**src/rtl/adc_pwr_seq_pkg.sv**
```systemverilog
package adc_pwr_seq_pkg;
  typedef enum logic [2:0] {
    ST_OFF     = 3'd0,
    ST_WAIT_UP = 3'd1,
    ST_INIT    = 3'd2,
    ST_RUN     = 3'd3,
    ST_WAIT_DN = 3'd4
  } ch_state_e;

  function automatic int unsigned max3(int unsigned a, int unsigned b, int unsigned c);
    int unsigned m;
    m = (a > b) ? a : b;
    return (m > c) ? m : c;
  endfunction
endpackage

```
**src/rtl/adc_en_sync.sv**
```systemverilog
module adc_en_sync #(
  parameter int unsigned WIDTH  = 4,
  parameter int unsigned STAGES = 2
) (
  input  logic             clk_i,
  input  logic             rst_ni,
  input  logic [WIDTH-1:0] d_i,
  output logic [WIDTH-1:0] q_o
);
  logic [WIDTH-1:0] stg_q [STAGES];

  always_ff @(posedge clk_i or negedge rst_ni) begin
    if (!rst_ni) begin
      for (int i = 0; i < STAGES; i++) stg_q[i] <= '0;
    end else begin
      stg_q[0] <= d_i;
      for (int i = 1; i < STAGES; i++) stg_q[i] <= stg_q[i-1];
    end
  end

  assign q_o = stg_q[STAGES-1];
endmodule

```
**src/rtl/adc_ch_seq.sv**
```systemverilog
module adc_ch_seq
  import adc_pwr_seq_pkg::*;
#(
  parameter int unsigned UP_DLY   = 2,
  parameter int unsigned DOWN_DLY = 4,
  parameter int unsigned INIT_LEN = 518,
  parameter int unsigned MUTE_LEN = 8
) (
  input  logic      clk_i,
  input  logic      rst_ni,
  input  logic      stb_i,
  input  logic      en_i,
  output ch_state_e state_o,
  output logic      pass_o,
  output logic      apwr_o,
  output logic      arst_no
);
  localparam int unsigned CNT_MAX = max3(UP_DLY, DOWN_DLY, INIT_LEN - 1);
  localparam int unsigned CNT_W   = $clog2(CNT_MAX + 2);
  localparam int unsigned MUTE_W  = $clog2(MUTE_LEN + 2);

  ch_state_e         state_q, state_d;
  logic [CNT_W-1:0]  cnt_q, cnt_d;
  logic [MUTE_W-1:0] mute_q, mute_d;

  always_comb begin
    state_d = state_q;
    cnt_d   = cnt_q;
    mute_d  = mute_q;
    unique case (state_q)
      ST_OFF: if (en_i) begin
        state_d = ST_WAIT_UP;
        cnt_d   = '0;
      end
      ST_WAIT_UP: begin
        if (!en_i) state_d = ST_OFF;
        else if (stb_i) begin
          if (cnt_q == CNT_W'(UP_DLY)) begin
            state_d = ST_INIT;
            cnt_d   = '0;
          end else cnt_d = cnt_q + 1'b1;
        end
      end
      ST_INIT: begin
        if (!en_i) state_d = ST_OFF;  // abort: analog never reached normal
        else if (stb_i) begin
          if (cnt_q == CNT_W'(INIT_LEN - 1)) begin
            state_d = ST_RUN;
            cnt_d   = '0;
            mute_d  = MUTE_W'(MUTE_LEN);
          end else cnt_d = cnt_q + 1'b1;
        end
      end
      ST_RUN: begin
        if (!en_i) begin
          state_d = ST_WAIT_DN;
          cnt_d   = '0;
        end else if (stb_i && mute_q != '0) mute_d = mute_q - 1'b1;
      end
      ST_WAIT_DN: begin
        if (en_i) state_d = ST_RUN;  // cancel: no re-init, mute kept
        else if (stb_i) begin
          if (cnt_q == CNT_W'(DOWN_DLY)) begin
            state_d = ST_OFF;
            cnt_d   = '0;
          end else cnt_d = cnt_q + 1'b1;
        end
      end
      default: state_d = ST_OFF;
    endcase
  end

  always_ff @(posedge clk_i or negedge rst_ni) begin
    if (!rst_ni) begin
      state_q <= ST_OFF;
      cnt_q   <= '0;
      mute_q  <= '0;
    end else begin
      state_q <= state_d;
      cnt_q   <= cnt_d;
      mute_q  <= mute_d;
    end
  end

  assign state_o = state_q;
  assign pass_o  = (state_q == ST_RUN) && (mute_q == '0);
  assign apwr_o  = (state_q != ST_OFF);
  assign arst_no = (state_q == ST_INIT) || (state_q == ST_RUN) || (state_q == ST_WAIT_DN);

  assert_init_on_strobe_R3: assert property (@(posedge clk_i) disable iff (!rst_ni)
    (state_q == ST_WAIT_UP && !stb_i) |=> state_q != ST_INIT);
  assert_no_skip_from_off_R8: assert property (@(posedge clk_i) disable iff (!rst_ni)
    (state_q == ST_OFF) |=> (state_q == ST_OFF || state_q == ST_WAIT_UP));
  assert_down_hold_R5: assert property (@(posedge clk_i) disable iff (!rst_ni)
    (state_q == ST_WAIT_DN && !stb_i && !en_i) |=> state_q == ST_WAIT_DN);
  assert_init_abort_R9: assert property (@(posedge clk_i) disable iff (!rst_ni)
    (state_q == ST_INIT && !en_i) |=> state_q == ST_OFF);
  assert_run_entry_R4: assert property (@(posedge clk_i) disable iff (!rst_ni)
    (state_q == ST_INIT && !stb_i && en_i) |=> state_q == ST_INIT);
  assert_legal_code_R12: assert property (@(posedge clk_i) disable iff (!rst_ni)
    state_q inside {ST_OFF, ST_WAIT_UP, ST_INIT, ST_RUN, ST_WAIT_DN});
  assert_mute_frozen_R7: assert property (@(posedge clk_i) disable iff (!rst_ni)
    (state_q != ST_RUN && state_q != ST_INIT) |=> $stable(mute_q));
endmodule

```
**src/rtl/adc_out_gate.sv**
```systemverilog
module adc_out_gate #(
  parameter int unsigned DATA_W = 24
) (
  input  logic              clk_i,
  input  logic              rst_ni,
  input  logic              stb_i,
  input  logic              pass_i,
  input  logic [DATA_W-1:0] din_i,
  output logic [DATA_W-1:0] dout_o
);
  logic [DATA_W-1:0] dout_q;

  always_ff @(posedge clk_i or negedge rst_ni) begin
    if (!rst_ni)    dout_q <= '0;
    else if (stb_i) dout_q <= pass_i ? din_i : '0;
  end

  assign dout_o = dout_q;

  assert_word_hold_R11: assert property (@(posedge clk_i) disable iff (!rst_ni)
    !stb_i |=> $stable(dout_q));
endmodule

```
**src/rtl/adc_pwr_seq.sv**
```systemverilog
module adc_pwr_seq
  import adc_pwr_seq_pkg::*;
#(
  parameter int unsigned NUM_CH    = 4,
  parameter int unsigned DATA_W    = 24,
  parameter int unsigned SYNC_STG  = 2,
  parameter int unsigned UP_DLY    = 2,
  parameter int unsigned DOWN_DLY  = 4,
  parameter int unsigned INIT_LEN  = 518,
  parameter int unsigned MUTE_LEN  = 8
) (
  input  logic                       clk_i,
  input  logic                       rst_ni,
  input  logic                       stb_i,
  input  logic [NUM_CH-1:0]          en_i,
  input  logic [NUM_CH*DATA_W-1:0]   din_i,
  output logic [NUM_CH*DATA_W-1:0]   dout_o,
  output logic [NUM_CH*3-1:0]        state_o,
  output logic [NUM_CH-1:0]          apwr_o,
  output logic [NUM_CH-1:0]          arst_no
);
  logic [NUM_CH-1:0] en_s;

  adc_en_sync #(.WIDTH(NUM_CH), .STAGES(SYNC_STG)) i_sync (
    .clk_i (clk_i),
    .rst_ni(rst_ni),
    .d_i   (en_i),
    .q_o   (en_s)
  );

  for (genvar c = 0; c < NUM_CH; c++) begin : g_ch
    ch_state_e st;
    logic      pass;

    adc_ch_seq #(
      .UP_DLY  (UP_DLY),
      .DOWN_DLY(DOWN_DLY),
      .INIT_LEN(INIT_LEN),
      .MUTE_LEN(MUTE_LEN)
    ) i_seq (
      .clk_i  (clk_i),
      .rst_ni (rst_ni),
      .stb_i  (stb_i),
      .en_i   (en_s[c]),
      .state_o(st),
      .pass_o (pass),
      .apwr_o (apwr_o[c]),
      .arst_no(arst_no[c])
    );

    adc_out_gate #(.DATA_W(DATA_W)) i_gate (
      .clk_i (clk_i),
      .rst_ni(rst_ni),
      .stb_i (stb_i),
      .pass_i(pass),
      .din_i (din_i[c*DATA_W +: DATA_W]),
      .dout_o(dout_o[c*DATA_W +: DATA_W])
    );

    assign state_o[c*3 +: 3] = st;

    assert_zero_unless_run_R6: assert property (@(posedge clk_i) disable iff (!rst_ni)
      (stb_i && state_o[c*3 +: 3] != 3'd3) |=> dout_o[c*DATA_W +: DATA_W] == '0);
    assert_reset_needs_power_R10: assert property (@(posedge clk_i) disable iff (!rst_ni)
      !apwr_o[c] |-> !arst_no[c]);
  end
endmodule

```
**config.mk**
```make
export PLATFORM = sky130hd
export DESIGN_NAME = adc_pwr_seq
export DESIGN_NICKNAME = d
export VERILOG_FILES = /design/src/rtl/adc_pwr_seq_pkg.sv /design/src/rtl/adc_en_sync.sv /design/src/rtl/adc_ch_seq.sv /design/src/rtl/adc_out_gate.sv /design/src/rtl/adc_pwr_seq.sv
export SDC_FILE = /design/constraint.sdc
export NUM_CORES = 1
export LEC_CHECK = 0
export ABC_CLOCK_PERIOD_IN_PS = 2800
export BUFFER_PORTS_ARGS = -buffer_cell sky130_fd_sc_hd__buf_2
export CAP_MARGIN = 20
export CORE_MARGIN = 10
export CORE_UTILIZATION = 40
export DETAILED_ROUTE_END_ITERATION = 8
export PLACE_DENSITY_LB_ADDON = 0.15
export RECOVER_POWER = 25
export SLEW_MARGIN = 20
export SYNTH_ARGS = -nofsm -noshare
export SYNTH_HDL_FRONTEND = slang
export SYNTH_SLANG_ARGS = --single-unit
```
**constraint.sdc**
```tcl
create_clock -name clk_i -period 2.8 [get_ports clk_i]
set_clock_uncertainty 0.05 [all_clocks]
set_input_delay 0.56 -clock clk_i [delete_from_list [all_inputs] [get_ports clk_i]]
set_output_delay 0.56 -clock clk_i [all_outputs]
set_load 0.02 [all_outputs]
```
# --- After elaboration in Yosys (flattened, before gate mapping) ---
# Index checks and enable logic that the tools add are counted.
classes:
  n_addsub: 8
  n_eq_ne: 96
  mux: 124
  reduce_logical: 52
op_table:
  columns: ["op", "count"]
  rows:
  - ["$mux 10", 44]
  - ["$pmux 10 s5", 4]
  - ["$mux 3", 44]
  - ["$mux 24", 4]
  - ["$mux 4", 20]
  - ["$ne 2x2->1 const B", 36]
  - ["$pmux 3 s5", 4]
  - ["$add 10x1->10 const B", 4]
  - ["$eq 10x10->1 const B", 4]
  - ["$eq 10x2->1 const B", 4]
  - ["$eq 10x3->1 const B", 4]
  - ["$ne 3x2->1 const B", 12]
  - ["$ne 3x3->1 const B", 12]
  - ["$reduce_and 9->1", 4]
  - ["$pmux 4 s2", 4]
  - ["$reduce_and 8->1", 4]
  - ["$eq 3x2->1 const B", 8]
  - ["$reduce_and 6->1", 4]
  - ["$reduce_bool 5->1", 4]
  - ["$logic_not 4->1", 4]
  - ["$ne 2x1->1 const B", 8]
  - ["$reduce_bool 4->1", 4]
  - ["$sub 4x1->4 const B", 4]
  - ["$eq 3x1->1 const B", 4]
  - ["other kinds (6)", 32]
totals:
  register_bits: 172

# --- Logic depth before layout (Yosys ltp) ---
# Gate-level depths: netlist (run 1).
depth:
  ltp_word: 5
  depth_mapped: 8
  ltp_nobuf: 7

# --- Cells and area by module ---
# A second synthesis (run 1) with hierarchy kept.
unflattened:
  hier_cells: 956
  hier_area_um2: 9586.7
modules_own_cells:
  columns: ["module", "instances", "cells_per_inst", "area_per_inst_um2", "seq_area_each_um2"]
  rows:
  - ["adc_out_gate", 4, 103, 1149.9, 600.6]
  - ["adc_ch_seq (g_ch[0].i_seq ...)", 3, 137, 1206.2, 425.4]
  - ["adc_ch_seq (g_ch[3].i_seq)", 1, 121, 1138.6, 425.4]
  - ["adc_en_sync", 1, 12, 230.2, 200.2]

# --- Worst setup path after synthesis (run 1) ---
# No wires, ideal clock.
synth_timing:
  path_type: "reg2reg"
  startpoint: "reg g_ch[0].i_seq.cnt_q[0]"
  endpoint: "reg g_ch[0].i_seq.cnt_q[0]"
  setup_ps: 125
  arrival_ps: 2073
  t_required_ps: 2625
  setup_slack_ps: 552
  path_stages_with_launch: 8
  n_path_buf: 0
  period_less_slack_ps: 2248
  cell_sequence: "dfrtp_1 > inv_1 > ha_1 > or4bb_1 > o31a_1 > nor3_4 > nor2_4 > mux2_4"
synth_between:
  elab_chain_cells: 5
  elab_cells_between_ends: 14
  cone_classes: "1 x add/sub; 3 x eq/ne; 10 x mux"
synth_rtl:
  columns: ["element", "line_no", "rtl"]
  rows:
  - ["from (decl)", "adc_ch_seq.sv:23", "logic [CNT_W-1:0] cnt_q, cnt_d;"]
  - ["from (signal assigned)", "adc_ch_seq.sv:80", "cnt_q <= cnt_d;"]
  - ["$add 10x1->10 (tied with other cells)", "adc_ch_seq.sv:41, adc_ch_seq.sv:51, adc_ch_seq.sv:66", null]
  - ["$mux 10, on equally long branches", "adc_ch_seq.sv:63, adc_ch_seq.sv:38, adc_ch_seq.sv:47", null]
  - ["$mux 10, on equally long branches", "adc_ch_seq.sv:62, adc_ch_seq.sv:37, adc_ch_seq.sv:46", null]
  - ["$mux 10, on equally long branches", "adc_ch_seq.sv:61, adc_ch_seq.sv:36, adc_ch_seq.sv:45", null]
  - ["$pmux 10 s5 (*)", "adc_ch_seq.sv:30", "unique case (state_q)"]
# Mark *: on every way between the ends. The rest lies on a longest branch, timed or not. The select of a mux whose other input is x is not followed.
# A chain may end at the register's enable or synchronous reset.

# --- Worst setup path in the final report (run 1) ---
# Ends and elaborated chain as after synthesis.

==> results of run 1 <==
## area by class of cell
| cell class | instances | area (sq um) |
|---|---|---|
| fill | 1965 | 10100 |
| multi-input combinational | 539 | 3690 |
| timing repair buffer | 238 | 1250 |
| clock buffer | 17 | 425 |
| clock inverter | 15 | 170 |
| inverter | 37 | 140 |
| sequential | 172 | 4300 |
| tap | 270 | 338 |
| antenna | 1 | 2.50 |
## logic make-up after synthesis
family	Yosys count	synth area share
flops	172	0.514
compound gates	251	0.231
xor+xnor	3	0.00314
simple gates	252	0.160
fa+ha+maj	27	0.0395
mux	6	0.00793
buf+inv	90	0.0446
## metrics by stage
step / cells / area [sq um] / setup slack (ns) / utilization
floorplan: 801 / 8370 / 0.552 / -
global placement: 1256 / 9730 / 0.329 / 0.476
detailed placement: 1256 / 9730 / 0.311 / 0.476
CTS: 1288 / 10300 / 0.293 / 0.506
global route: 1288 / 10300 / 0.141 / 0.505
finish: 1289 / 10300 / 0.295 / 0.505
## where the power goes
| group | internal [mW] | leakage, nW | total (mW) | switching [mW] |
|---|---|---|---|---|
| Sequential | 2.74 | 2.33 | 3.14 | 0.393 |
| Combinational | 0.878 | 2.53 | 2.21 | 1.33 |
| Clock | 1.21 | 0.294 | 2.36 | 1.15 |
| Total | 4.83 | 5.16 | 7.70 | 2.87 |
## synth_stat cells, drive strengths merged (12+ instances only)
master / n
nand2: 79
and3: 13
clkbuf: 39
dfrtp: 172
inv: 37
o2bb2ai: 27
nor2: 38
or3: 12
buf: 14
o21ai: 51
a22o: 90
nand3: 16
ha: 24
nor3: 17
## metal layers
layer / vias to the layer above / routed length [microns] / global-route usage
li1: 3368 / - / -
met1: 3379 / 10300 / 0.218
met2: 159 / 11000 / 0.260
met3: 21 / 1490 / 0.0578
met4: 0 / 354 / 0.0455
met5: - / 0 / 0
## critical path: stages (launching register included)
cell     delay (ns)
dfrtp_1        0.42
inv_1          0.13
ha_1           0.15
or4bb_1        0.52
o31a_1         0.30
nor3_4         0.42
nor2_4         0.13
mux2_4         0.28
## worst min path at each step
stage	startpoint	to	slack, ns	depth (start not counted)
2_1_floorplan	rst_ni	g_ch[0].i_gate.dout_o[0]	0.21	0
3_3_place_gp	i_sync.stg_q[5]	i_sync.q_o[1]	0.28	0
3_5_place_dp	i_sync.stg_q[7]	i_sync.q_o[3]	0.29	0
4_1_cts	rst_ni	g_ch[3].i_seq.state_o[0]	0.03	1
5_1_grt	en_i[1]	i_sync.stg_q[5]	0.17	1
6_report	en_i[1]	i_sync.stg_q[5]	0.19	1
## state kept, by name (all words and copies together), names as in the netlist
register	flops
g_ch.i_seq.state_o	12
g_ch.i_seq.cnt_q	40
i_sync.q_o	4
i_sync.stg_q	4
g_ch.i_gate.dout_o	96
g_ch.i_seq.mute_q	16
==> impl_metrics.csv, run 1 <==
group,metric,value,unit
die,pin_count,219,
synthesis,syn_area,8370,sq um
synthesis,syn_inst,801,
worst_setup_path,crit_fanout,10,
timing,slew_headroom,0.118,
worst_setup_path,start_kind,"register",
routing,drt_iter0_markers,399,
placement,hpwlAfterDp,17000,microns
synthesis,synth_top_area_cell,"dfrtp_1",
worst_setup_path,timing.rr.start,"g_ch[0].i_seq.cnt_q[0]",
timing,whs,0.191,ns
global_routing,grt_pass1_vias,6885,
timing,tns,0,ns
synthesis,async_reset_ff_frac,1.00,
die,std_cell_rows,52,
power,power,7.70,mW
clock_network,cts_buffers,17,
timing,tightest_slew,1.32,ns
timing,fin_crit,2.51,ns
clock_network,cts_resized,0,
synthesis,synth_seq_cells,172,
worst_setup_path,path_class,"register to register",
timing,rsz0062_at_grt,"false",
power,powerDensity,746,nW/um^2
worst_setup_path,ff2ff_setup_slack,0.29,ns
final_layout,area_growth,23.4,%
clock_network,cts_setup_buffers,0,
placement,gp_congestion,0.827,
worst_setup_path,crit_path_end_kind,"register",
worst_setup_path,crit_path_start,"g_ch[0].i_seq.cnt_q[0]",
die,fp.dieW,165,microns
synthesis,seq_area_frac_synth,0.514,
clock_network,clk_pin_slew,0.07,ns
synthesis,ys_warn_count,0,
die,initial_utilization,0.410,
routing,drtAntennaViolNets,0,
clock_network,ctsHtreeMaxLevel,4,
die,core,20400,sq um
clock_network,cts_buffer_depth,2,
timing,final_hold_viol_count,0,
final_layout,layout-drive-gt1-share,0.287,
clock_network,root_buffer,"clkbuf_16",
worst_setup_path,required,3.06,ns
clock_network,cts-hold-fix-buffers,0,
final_layout,mostFrequentLayoutCell,"buf_2",
clock_network,clk_latency,0.42,ns
routing,routedWlPerCell,17.9,microns
die,die_area,27100,sq um
hold_path,hold_path.class,"input pin to register",
routing,drc_errors,0,
synthesis,synthFlopType,"dfrtp_1",
global_routing,grt_overflow,0,
synthesis,synth_edf_count,0,
routing,via_count,6927,
timing,fmaxAchievable,0.399,GHz
placement,portBuffers,218,
clock_network,cts_tree,"done",
synthesis,synth_cell_types,76,
run,max_cap_viol_count,0,
global_routing,grt_antenna_before_repair,0,
routing,drt_pre_antenna_iters,4,
routing,vias_per_cell,5.37,
die,die_height,165,microns
global_routing,grt_first_pass_wirelength,37000,microns
power,p_leak,5.16,nW
synthesis,syn_nets,928,
global_routing,grt_max_degree,56,
synthesis,ys_top_cells_by_area,"dfrtp_1 51%, a22o_1 9.3%, ha_1 3.6%, nand2_1 3.5%, o2bb2ai_1 2.8%",
worst_setup_path,r2r_cells,7,
final_layout,nets,1132,
status,outcome,"finished clean",
global_routing,groute.usage.overall,0.168,
routing,routed_wl,23100,microns
final_layout,layout_common_cells,"217 x buf_2, 172 x dfrtp_1, 89 x a22o_1, 79 x nand2_1, 47 x o21ai_0",
synthesis,netlist.area_leader.share,0.514,
timing,slew_viol_final,0,
worst_setup_path,r2r-end,"g_ch[0].i_seq.cnt_q[0]",
worst_setup_path,crit_end,"g_ch[0].i_seq.cnt_q[0]",
clock_network,clock_sinks,172,
worst_setup_path,arrival,2.77,ns
power,max-vdd-ir-drop,355,uV
synthesis,syn_avg_cell_area,10.4,sq um
timing,setup_viol,0,
timing,period_share,0.895,
No activity file was read; power rests on OpenSTA's default activity.
==> run 2, diff against run 1 <==
--- a/config.mk
+++ b/config.mk
@@ -6,11 +6,12 @@
 export NUM_CORES = 1
 export LEC_CHECK = 0
 export ABC_CLOCK_PERIOD_IN_PS = 2800
-export BUFFER_PORTS_ARGS = -buffer_cell sky130_fd_sc_hd__buf_2
 export CAP_MARGIN = 20
 export CORE_MARGIN = 10
 export CORE_UTILIZATION = 40
 export DETAILED_ROUTE_END_ITERATION = 8
+export DONT_BUFFER_PORTS = 1
+export GPL_TIMING_DRIVEN = 0
 export PLACE_DENSITY_LB_ADDON = 0.15
 export RECOVER_POWER = 25
 export SLEW_MARGIN = 20
==> impl_metrics.csv, run 2 (same netlist as run 1, synthesis figures left out) <==
group,metric,value,unit
status,outcome,"finished with violations",
status,violations,"negative hold slack",
final_layout,fill_cells,1937,
die,core,20400,sq um
placement,hpwlAfterDp,17000,microns
timing,fmaxAchievable,0.384,GHz
run,max_cap_viol_count,0,
clock_network,clk_pin_slew,0.08,ns
worst_setup_path,crit_fanout,10,
clock_network,cts_setup_buffers,0,
die,pin_count,219,
final_layout,finalInstanceArea,9330,sq um
worst_setup_path,path_class,"register to primary output",
worst_setup_path,arrival,2.00,ns
power,powerDensity,811,nW/um^2
power,p_sw,2.84,mW
final_layout,layout_common_cells,"172 x dfrtp_1, 89 x a22o_1, 79 x nand2_1, 47 x o21ai_0, 38 x clkbuf_1",
power,sw_frac_of_total,0.375,
clock_network,cts_buffers,17,
timing,whs,-0.234,ns
power,clkPwrFrac,0.313,
timing,period_share,0.930,
power,p_int,4.73,mW
routing,drtAntennaViolNets,0,
die,std_cell_rows,52,
final_layout,largest_reg_flops,96,
clock_network,clk_latency,0.43,ns
timing,rsz0062_at_grt,"false",
routing,drt_pre_antenna_iters,5,
global_routing,grt_first_pass_wirelength,36100,microns
clock_network,cts_tree,"done",
timing,slew_headroom,0.521,
routing,drt_iter0_markers,411,
final_layout,final-seq-area,4300,sq um
hold_path,hold_path.class,"input pin to async pin",
global_routing,grt_antenna_before_repair,0,
final_layout,multiInputGateArea,3720,sq um
die,initial_utilization,0.410,
clock_network,cts_buffer_depth,2,
power,seq_power_share,0.418,
global_routing,groute.usage.overall,0.166,
timing,tightest_slew,0.719,ns
global_routing,grt_pass1_vias,6436,
worst_setup_path,ff2ff_setup_slack,0.28,ns
worst_setup_path,start_kind,"register",
placement,portBuffers,0,
final_layout,nets,947,
power,max-vdd-ir-drop,345,uV
routing,routed_wl,23100,microns
clock_network,ctsHtreeMaxLevel,4,
routing,vias_per_cell,5.82,
worst_setup_path,r2r-end,"g_ch[1].i_gate.dout_o[17]",
worst_setup_path,crit_path_end_kind,"primary output",
worst_setup_path,r2r_cells,6,
placement,gp_congestion,0.809,
die,die_area,27100,sq um
final_layout,area_growth,11.5,%
worst_setup_path,timing.rr.start,"g_ch[1].i_seq.state_o[1]",
die,die_height,165,microns
global_routing,grt_max_degree,173,
power,p_leak,4.14,nW
worst_setup_path,required,2.19,ns
timing,fin_crit,2.61,ns
clock_network,root_buffer,"clkbuf_16",
routing,drc_errors,0,
global_routing,grt_overflow,0,
placement,place_area,8700,sq um
timing,slew_viol_final,0,
power,combinationalPowerShare,0.269,
timing,setup_viol,0,
die,fp.dieW,165,microns
final_layout,mostFrequentLayoutCell,"dfrtp_1",
routing,via_count,6420,
clock_network,clock_sinks,172,
final_layout,n_antenna_cell,0,
timing,final_hold_viol_count,172,
final_layout,layout-drive-gt1-share,0.0852,
final_layout,final_util,0.457,
routing,routedWlPerCell,21.0,microns
[run 2: cell types whose count changed in the layout (fill, tap and decap cells not counted), moves of 3 or more]
cell and change:
inv_6 -3, buf_4 -10, o22ai_1 -3, clkbuf_1 +37
o22ai_2 +3, buf_2 -213
[run 2: cell type report]
cell class	instances	area share
Buffer	53	0.0252
Clock buffer	17	0.0456
Clock inverter	15	0.0185
Inverter	37	0.0149
Multi-Input combinational cell	539	0.398
Sequential cell	172	0.461
Tap cell	270	0.0362
[run 2: how the worst max path moves through the flow]
stage,start,end,slack [ns],depth (start not counted)
after floorplan,g_ch[0].i_seq.cnt_q[0],g_ch[0].i_seq.cnt_q[0],0.55,7
after global placement,stb_i,g_ch[2].i_gate.dout_o[14],-0.38,6
after detailed placement,stb_i,g_ch[2].i_gate.dout_o[14],-0.40,6
after CTS,stb_i,g_ch[2].i_gate.dout_o[23],0.05,6
after global routing,g_ch[2].i_seq.state_o[0],g_ch[2].i_seq.cnt_q[7],0.07,7
final,g_ch[0].i_seq.state_o[0],arst_no[0],0.19,4
[run 2: metrics by stage]
| step | worst slack [ns] | setup TNS [ns] | instances | hold WS [ns] | total power [mW] |
|---|---|---|---|---|---|
| finish | 0.195 | 0 | 1103 | -0.234 | 7.57 |
| global route | 0.0693 | 0 | 1103 | -0.264 | 8.05 |
| CTS | 0.0529 | 0 | 1103 | -0.245 | 7.63 |
| detailed placement | -0.400 | -5.09 | 1071 | 0.223 | 5.23 |
| global placement | -0.379 | -4.91 | 1071 | 0.222 | 5.16 |
| floorplan | 0.552 | 0 | 801 | 0.214 | 4.71 |
[run 2: layer usage]
metal / track usage / wire length (microns) / vias to the layer above
li1: - / - / 2991
met1: 0.204 / 9330 / 3210
met2: 0.267 / 11600 / 192
met3: 0.0632 / 1760 / 27
met4: 0.0455 / 396 / 0
met5: 0 / 0 / -
[run 2: timing repair]
action	4_1_cts	5_1_grt
gates resized for setup	0	7
hold endpoints to repair	172	172
setup endpoints to repair	0	32
[run 2: worst max-delay path, cell delays in order (launching register included)]
cell and delay [ns]:
dfrtp_1 0.51, clkbuf_1 0.40, nor3b_2 0.15, or2_2 0.35
buf_4 0.17
[run 2: power groups by stage]
stage	clock network, mW	registers, mW	logic [mW]
6_report	2.37	3.17	2.03
5_1_grt	2.54	3.22	2.29
4_1_cts	2.44	3.16	2.03
3_5_place_dp	0	3.21	2.02
3_3_place_gp	0	3.19	1.96
2_1_floorplan	0	3.10	1.61
==> run 3, diff against run 2 <==
--- a/config.mk
+++ b/config.mk
@@ -5,12 +5,12 @@
 export SDC_FILE = /design/constraint.sdc
 export NUM_CORES = 1
 export LEC_CHECK = 0
-export ABC_CLOCK_PERIOD_IN_PS = 2800
+export ABC_CLOCK_PERIOD_IN_PS = 2500
+export BUFFER_PORTS_ARGS = -buffer_cell sky130_fd_sc_hd__buf_2
 export CAP_MARGIN = 20
 export CORE_MARGIN = 10
 export CORE_UTILIZATION = 40
 export DETAILED_ROUTE_END_ITERATION = 8
-export DONT_BUFFER_PORTS = 1
 export GPL_TIMING_DRIVEN = 0
 export PLACE_DENSITY_LB_ADDON = 0.15
 export RECOVER_POWER = 25
==> constraint.sdc (replaced) <==
create_clock -name clk_i -period 2.5 [get_ports clk_i]
set_clock_uncertainty 0.05 [all_clocks]
set_input_delay 0.5 -clock clk_i [delete_from_list [all_inputs] [get_ports clk_i]]
set_output_delay 0.5 -clock clk_i [all_outputs]
set_load 0.02 [all_outputs]
==> impl_metrics.csv, run 3 (same netlist as run 1, synthesis figures left out) <==
group,metric,value,unit
routing,drc_errors,0,
clock_network,ctsHtreeMaxLevel,4,
final_layout,mostFrequentLayoutCell,"buf_2",
clock_network,clk_pin_slew,0.07,ns
worst_setup_path,crit_fanout,12,
routing,via_count,7055,
timing,fmaxAchievable,0.421,GHz
die,die_area,27100,sq um
placement,hpwlAfterDp,17700,microns
clock_network,cts-hold-fix-buffers,0,
routing,drt_iter0_markers,387,
clock_network,cts_tree,"done",
worst_setup_path,arrival,1.82,ns
timing,period_share,0.950,
final_layout,largest_reg_flops,96,
timing,tns,0,ns
worst_setup_path,crit_chain,"nor3b_2 -> or2_2 -> buf_4 -> buf_2",
placement,portBuffers,218,
global_routing,grt_pass1_vias,7251,
die,core,20400,sq um
timing,setup_viol,0,
clock_network,clk_latency,0.43,ns
worst_setup_path,crit_family,"simple AND/OR/NAND/NOR gates",
final_layout,layout_common_cells,"222 x buf_2, 171 x dfrtp_1, 89 x a22o_1, 79 x nand2_1, 47 x o21ai_0",
timing,final_hold_viol_count,0,
worst_setup_path,ff2ff_setup_slack,0.13,ns
placement,gp_congestion,0.793,
final_layout,fill_cells,1908,
die,std_cell_rows,52,
die,die_height,165,microns
timing,whs,0.126,ns
status,outcome,"finished with violations",
global_routing,grt_first_pass_wirelength,38700,microns
timing,rsz0062_at_grt,"false",
worst_setup_path,path_class,"register to primary output",
timing,slew_headroom,-0.419,
status,violations,"max-capacitance violations, max-slew violations",
clock_network,cts_buffer_depth,2,
routing,routed_wl,24000,microns
power,seq_power_share,0.387,
timing,fin_crit,2.37,ns
global_routing,grt_antenna_before_repair,3,
power,p_int,5.58,mW
power,p_sw,3.31,mW
worst_setup_path,critPathSlowestCell,"dfrtp_1",
clock_network,clock_sinks,172,
die,initial_utilization,0.410,
die,fp.dieW,165,microns
worst_setup_path,start_kind,"register",
worst_setup_path,crit_path_end_kind,"primary output",
final_layout,layout-drive-gt1-share,0.285,
routing,routedWlPerCell,18.2,microns
final_layout,nets,1165,
routing,vias_per_cell,5.34,
timing,slew_viol_final,84,
die,pin_count,219,
worst_setup_path,cp_num_buf_inv,2,
routing,drtAntennaViolNets,0,
clock_network,cts_buffers,17,
hold_path,hold_path.class,"input pin to register",
timing,tightest_slew,2.13,ns
power,max-vdd-ir-drop,389,uV
power,combinationalPowerShare,0.302,
worst_setup_path,critical_path.max_stage_delay,0.52,ns
global_routing,grt_max_degree,90,
final_layout,n_antenna_cell,0,
worst_setup_path,required,1.95,ns
global_routing,groute.usage.overall,0.175,
global_routing,grt_overflow,0,
power,sw_frac_of_total,0.372,
run,max_cap_viol_count,1,
power,powerDensity,847,nW/um^2
power,clkPwrFrac,0.311,
final_layout,area_growth,25.4,%
power,p_leak,5.21,nW
routing,drt_pre_antenna_iters,5,
clock_network,root_buffer,"clkbuf_16",
run 3: changes by cell type in the layout (fill, tap and decap cells not counted), moves of 2 or more:
cell	before	now
buf_2	4	222
clkbuf_1	38	33
clkbuf_2	1	5
buf_1	2	0
buf_4	8	10
nor2_1	37	35
nor2_2	0	2
run 3: final cells by class:
type,count,area [sq um],area share
clock buffers,17,425,0.0405
plain buffers,50,229,0.0218
inverters,37,139,0.0132
multi-input cells,539,3730,0.356
repair buffers,221,1130,0.107
well taps,270,338,0.0322
flip-flops and latches,172,4310,0.410
clock inverters,15,199,0.0190
run 3: timing repair:
action,in CTS,in global routing
pin swaps,1,0
endpoints found under the setup margin,21,52
resized for setup,3,15
buffers inserted,2,0
hold endpoints to repair,0,0
run 3: final timing paths:
kind                                       endpoint                startpoint  depth (start not counted)
min in group asynchronous    g_ch[3].i_seq.cnt_q[8]                    rst_ni                          1
min reg2reg                           i_sync.q_o[1]           i_sync.stg_q[5]                          0
max                                      arst_no[0]  g_ch[0].i_seq.state_o[0]                          4
max reg2reg                  g_ch[0].i_seq.cnt_q[0]    g_ch[0].i_seq.cnt_q[0]                          8
min                                 i_sync.stg_q[4]                   en_i[0]                          1
max in group asynchronous  g_ch[0].i_seq.state_o[1]                    rst_ni                          2
run 3: power groups by stage:
stage | Clock [mW] | Combinational, mW | Sequential, mW
floorplan | 0 | 1.80 | 3.48
global placement | 0 | 2.60 | 3.46
detailed placement | 0 | 2.63 | 3.47
CTS | 2.84 | 2.69 | 3.42
global route | 2.95 | 3.01 | 3.52
finish | 2.76 | 2.69 | 3.44
run 3: layer usage:
layer	global-route usage	part of all wire	wire length (microns)	vias to the layer above
met5	0	0.0017	40	-
met4	0.0415	0.011	261	4
met3	0.0592	0.058	1390	22
met2	0.282	0.49	11700	172
met1	0.223	0.44	10700	3429
li1	-	-	-	3428
run 3: through the flow:
stage	setup WS, ns	cell area, sq um	utilization	instances	total power [mW]
4_1_cts	0.0150	10500	0.513	1324	8.95
3_5_place_dp	-0.611	9830	0.481	1290	6.09
2_1_floorplan	0.252	8370	-	801	5.28
3_3_place_gp	-1.96	9800	0.479	1289	6.06
5_1_grt	0.0178	10500	0.514	1321	9.48
6_report	0.126	10500	0.514	1321	8.89
